**src/rtl/irq_trig_pkg.sv**
```systemverilog
package irq_trig_pkg;

   typedef enum logic {
      TRIG_EDGE  = 1'b0,
      TRIG_LEVEL = 1'b1
   } trig_e;

   localparam int unsigned MIN_SYNC = 2;

endpackage

```
**src/rtl/irq_sync_chain.sv**
```systemverilog
module irq_sync_chain #(
   parameter int unsigned WIDTH  = 8,
   parameter int unsigned STAGES = 2
) (
   input  logic             clk,
   input  logic             rst_n,
   input  logic [WIDTH-1:0] d_in,
   output logic [WIDTH-1:0] q_out
);

   logic [WIDTH-1:0] stg [STAGES];

   generate
      for (genvar s = 0; s < STAGES; s++) begin : g_stage
         if (s == 0) begin : g_first
            always_ff @(posedge clk or negedge rst_n) begin
               if (!rst_n) stg[s] <= '0;
               else        stg[s] <= d_in;
            end
         end else begin : g_next
            always_ff @(posedge clk or negedge rst_n) begin
               if (!rst_n) stg[s] <= '0;
               else        stg[s] <= stg[s-1];
            end
         end
      end
   endgenerate

   assign q_out = stg[STAGES-1];

endmodule

```
**src/rtl/irq_mode_sel.sv**
```systemverilog
module irq_mode_sel #(
   parameter int unsigned NCH = 8
) (
   input  logic           clk,
   input  logic           rst_n,
   input  logic [NCH-1:0] chan_level,
   input  logic           global_level,
   input  logic           use_per_chan,
   output logic [NCH-1:0] eff_level,
   output logic [NCH-1:0] mode_flip
);

   logic [NCH-1:0] eff_q;

   // Source of each channel's trigger type.
   assign eff_level = use_per_chan ? chan_level : {NCH{global_level}};

   always_ff @(posedge clk or negedge rst_n) begin
      if (!rst_n) eff_q <= '0;
      else        eff_q <= eff_level;
   end

   assign mode_flip = eff_level ^ eff_q;

endmodule

```
**src/rtl/irq_capture_cell.sv**
```systemverilog
module irq_capture_cell
   import irq_trig_pkg::*;
(
   input  logic clk,
   input  logic rst_n,
   input  logic req_s,
   input  logic lvl_mode,
   input  logic flip,
   input  logic ack,
   output logic pend
);

   logic  hist;
   trig_e mode;

   assign mode = trig_e'(lvl_mode);

   always_ff @(posedge clk or negedge rst_n) begin
      if (!rst_n) begin
         hist <= 1'b0;
         pend <= 1'b0;
      end else begin
         // History always reloads with the present input; on a mode
         // flip this discards the old history so no edge is invented.
         hist <= req_s;
         unique case (mode)
            TRIG_LEVEL: pend <= req_s & ~ack;
            TRIG_EDGE: begin
               if (ack || !req_s || flip) pend <= 1'b0;
               else if (!hist)            pend <= 1'b1;
            end
            default: pend <= 1'b0;
         endcase
      end
   end

endmodule

```
**src/rtl/irq_trigger_front.sv**
```systemverilog
module irq_trigger_front
   import irq_trig_pkg::*;
#(
   parameter int unsigned NCH         = 8,
   parameter int unsigned SYNC_STAGES = 2
) (
   input  logic           clk,
   input  logic           rst_n,
   input  logic [NCH-1:0] irq_raw,
   input  logic [NCH-1:0] chan_level,
   input  logic           global_level,
   input  logic           use_per_chan,
   input  logic [NCH-1:0] ack,
   output logic [NCH-1:0] pend
);

   generate
      if (NCH < 1 || NCH > 32) begin : g_bad_nch
         $error("irq_trigger_front: NCH must be 1..32");
      end
      if (SYNC_STAGES < MIN_SYNC) begin : g_bad_sync
         $error("irq_trigger_front: SYNC_STAGES below minimum");
      end
   endgenerate

   logic [NCH-1:0] req_s;
   logic [NCH-1:0] eff_level;
   logic [NCH-1:0] mode_flip;

   irq_sync_chain #(
      .WIDTH (NCH),
      .STAGES(SYNC_STAGES)
   ) u_sync (
      .clk  (clk),
      .rst_n(rst_n),
      .d_in (irq_raw),
      .q_out(req_s)
   );

   irq_mode_sel #(
      .NCH(NCH)
   ) u_mode (
      .clk         (clk),
      .rst_n       (rst_n),
      .chan_level  (chan_level),
      .global_level(global_level),
      .use_per_chan(use_per_chan),
      .eff_level   (eff_level),
      .mode_flip   (mode_flip)
   );

   generate
      for (genvar i = 0; i < NCH; i++) begin : g_cell
         irq_capture_cell u_cell (
            .clk     (clk),
            .rst_n   (rst_n),
            .req_s   (req_s[i]),
            .lvl_mode(eff_level[i]),
            .flip    (mode_flip[i]),
            .ack     (ack[i]),
            .pend    (pend[i])
         );
      end
   endgenerate

endmodule

```
**config.mk**
```make
export PLATFORM = sky130hd
export DESIGN_NAME = irq_trigger_front
export DESIGN_NICKNAME = d
export VERILOG_FILES = /design/src/rtl/irq_trig_pkg.sv /design/src/rtl/irq_sync_chain.sv /design/src/rtl/irq_mode_sel.sv /design/src/rtl/irq_capture_cell.sv /design/src/rtl/irq_trigger_front.sv
export SDC_FILE = /design/constraint.sdc
export NUM_CORES = 1
export LEC_CHECK = 0
export BUFFER_PORTS_ARGS = -buffer_cell sky130_fd_sc_hd__buf_4
export CAP_MARGIN = 20
export CORE_ASPECT_RATIO = 0.8
export CORE_UTILIZATION = 50
export CTS_CLUSTER_SIZE = 14
export DETAILED_ROUTE_END_ITERATION = 16
export PLACE_DENSITY_LB_ADDON = 0.08
export SYNTH_ARGS = -nofsm -noshare
export SYNTH_HDL_FRONTEND = slang
export SYNTH_SLANG_ARGS = --single-unit
```
**constraint.sdc**
```tcl
create_clock -name clk -period 1 [get_ports clk]
set_input_delay 0.15 -clock clk [delete_from_list [all_inputs] [get_ports clk]]
set_output_delay 0.15 -clock clk [all_outputs]
set_load 0.005 [all_outputs]
```
==> metrics.md <==
| Metric | Value |
|---|---|
| Status | `complete, but fails checks` |
| Failing checks | `negative setup slack` |
| Share of layout cells above drive strength 1 | `31.7%` |
| Net Sw Power | `628 uW` |
| Yosys reg bits | `40` |
| CP startpoint | `g_cell[1].u_cell.pend$_DFFE_PN0P_` |
| Clock root cell | `clkbuf_4` |
| Die height | `48.3 um` |
| Worst Hold Class | `in2reg` |
| Global route overflow | `0` |
| Core area | `0.00248 sq mm` |
| Internal | `2200 uW` |
| Post-Syn Instances | `99` |
| Final Util | `70.6%` |
| Final Slew Violations | `0` |
| Switching share of power | `around 22%` |
| Layout Area Growth over Synthesis | `31.0%` |
| Clk_lat worst skew | `around 340 ps` |
| Vias per std cell | `~4.4` |
| First-pass iteration count of the detailed router | `3` |
| MaxCap Viol Count | `0` |
| Critical path class | `reg2out` |
| CP required | `850 ps` |
| Arrival time worst endpoint | `860 ps` |
| Seq pwr share | `between 60% and 70%` |
| Post-DP HPWL | `approximately 1400 um` |
| Max transition margin | `between 60% and 70%` |
| Final hold violation count | `0` |
| CTS Sinks | `40` |
| Tmin final | `1010 ps` |
| Comb power frac | `9.4%` |
| Clock buffer depth | `2` |
| Vias in the first global route | `approximately 700` |
| Rows | `16` |
| Final Setup Violations | `8` |
| CP peak stage delay | `410 ps` |
| Total Wirelength | `between 2000 and 2500 um` |
| Total Routing Usage GR | `16.1%` |
| Final WS setup | `-14.9 ps` |
| LEAKAGE | `0.000965 uW` |
| H-tree Lvls | `2` |
| Ant diodes | `0` |
| Die area | `just under 0.003 sq mm` |
| Hold Slack | `roughly 32 ps` |
| Remaining DRCs | `0` |
| Hold path startpoint | `ack[4]` |
| CP max stage cell | `dfrtp_1` |
| Largest net degree at the start of global routing | `41` |
| DR iter-0 viols | `13` |
| Synth area leader | `dfrtp_1` |
| RSZ-0062 raised after global routing | `true` |
| CP delay by family, top | `flip-flops` |
| Critical Path Source Type | `register` |
| R2r startpoint | `g_cell[1].u_cell.pend$_DFFE_PN0P_` |
| Clk slew on worst S/H paths | `between 100 and 150 ps` |
| Worst slew pin tran | `about 470 ps` |
| Fmax | `985 MHz` |
| Synth Area per Inst | `between 10 and 15 sq um` |
| Commonest cells after routing, fill and taps aside | `dfrtp_1 (40), buf_4 (28), nand2_1 (16), inv_1 (16), dlygate4sd3_1 (9)` |
| Clk pwr share | `29.0%` |
| Most common cell after layout, fill and taps aside | `dfrtp_1` |
| Netlist Area Pre-Place | `between 0.001 and 0.0015 sq mm` |
| CTS tree | `yes` |
| # nets final | `169` |
| Filler instances | `200` |
| First-pass GRT wire length | `approximately 3000 um` |
| DR vias | `roughly 790` |
| Avg WL per Cell | `between 10 and 15 um` |
| Top cells by area, synth | `dfrtp_1 (75%), o211a_1 (6.0%), buf_4 (4.5%), inv_1 (4.5%), nand2_1 (4.5%)` |
| P per Cell Area | `around 1600 mW/mm^2` |
| Antenna-violating nets left | `0` |
| Die width | `roughly 60 um` |
| Peak supply drop | `between 1000 and 1500 uV` |
| Synthesized Nets | `about 130` |
| Worst Skew | `6.16 ps` |
| Critical path capture point type | `primary output` |
| Io pins | `36` |
| Port Buffers | `35` |
| Max Fanout on Critical Path | `2` |
| Initial Utilization | `53.9%` |
| Crit share post-route | `101%` |
| Post-synthesis cell type count | `8` |
| Register area share after synthesis | `roughly three quarters` |
| Post-synth top area share | `74.8%` |
| TritonCTS Buffers | `5` |
| CP Cell Sequence | `buf_6` |
| CP Buf/Inv Count | `1` |
| Gp weighted congestion | `0.688` |
| Antenna violations before repair | `0` |
| Yosys warns | `0` |
path summary, 6_finish.rpt:
check	end	slack (ps)	cells past startpoint
max	pend[1]	-10	1
min	g_cell[4].u_cell.pend$_DFFE_PN0P_	30	3
max reg2reg	g_cell[1].u_cell.pend$_DFFE_PN0P_	40	4
min reg2reg	u_sync.q_out[0]$_DFF_PN0_	360	0
max in group asynchronous	g_cell[7].u_cell.pend$_DFFE_PN0P_	350	2
min in group asynchronous	u_mode.eff_q[0]$_DFF_PN0_	320	2
sequential cells by signal, summed over array words and instances (netlist names):
name / count
g_cell.u_cell.hist: 8
g_cell.u_cell.pend: 8
u_mode.eff_q: 8
u_sync.q_out: 8
u_sync.stg: 8
worst min-delay path, stage by stage:
cell and delay (ps):
buf_4 70, inv_1 30, o211a_1 90
what timing repair did:
action,CTS,global route
hold buffers,9,0
resized for setup,8,0
setup buffers,1,0
gates cloned,0,0
setup endpoints to repair,8,8
endpoints found under the hold margin,48,0
layer usage:
| layer | track usage [%] | wire [um] | share of wire [%] |
|---|---|---|---|
| met5 | 0 | 0 | 0 |
| met2 | 25.8 | 1040 | 51 |
| met4 | 13.5 | 61 | 3.0 |
| met1 | 17.9 | 857 | 42 |
| met3 | 5.84 | 87 | 4.2 |
cell usage after synthesis:
library cell,count
buf_4,8
dfrtp_1,40
o211a_1,8
inv_1,16
nand2b_4,1
buf_6,2
nand2_1,16
a21oi_1,8
area by class of cell:
class	count	area, sq um	share of cell area (%)
clock buffer	6	51.3	2.93
timing repair buffer	45	390	22.3
clock inverter	2	10.0	0.571
inverter	16	60.1	3.43
tap	36	45.0	2.57
multi-input combinational	33	194	11.1
sequential	40	1000	57.1
stage by stage:
| step | cells | TNS, ps | instance area [sq um] | total power (uW) | worst slack, ps |
|---|---|---|---|---|---|
| floorplan | 99 | 0 | 1340 | 1870 | 160 |
| global placement | 160 | 0 | 1560 | 1990 | 104 |
| detailed placement | 160 | 0 | 1560 | 2000 | 88.5 |
| CTS | 178 | -206 | 1750 | 2860 | -34.2 |
| global route | 178 | -395 | 1750 | 2970 | -61.0 |
| finish | 178 | -58.2 | 1750 | 2830 | -14.9 |
power groups by stage:
| stage | sequential, uW | combinational [uW] | clock (uW) |
|---|---|---|---|
| final | 1740 | 266 | 820 |
| after global routing | 1760 | 297 | 919 |
| after CTS | 1750 | 271 | 848 |
| after detailed placement | 1770 | 229 | 0 |
| after global placement | 1770 | 223 | 0 |
| after floorplan | 1760 | 108 | 0 |
logic make-up (layout without fill, tap and decap cells):
logic type,count (synthesis),count (layout),synth area share [%]
flops,40,40,74.8
simple gates,17,17,5.52
buf+inv,26,69,10.7
compound gates,16,16,8.98
No activity file was read; power rests on OpenSTA's default activity.
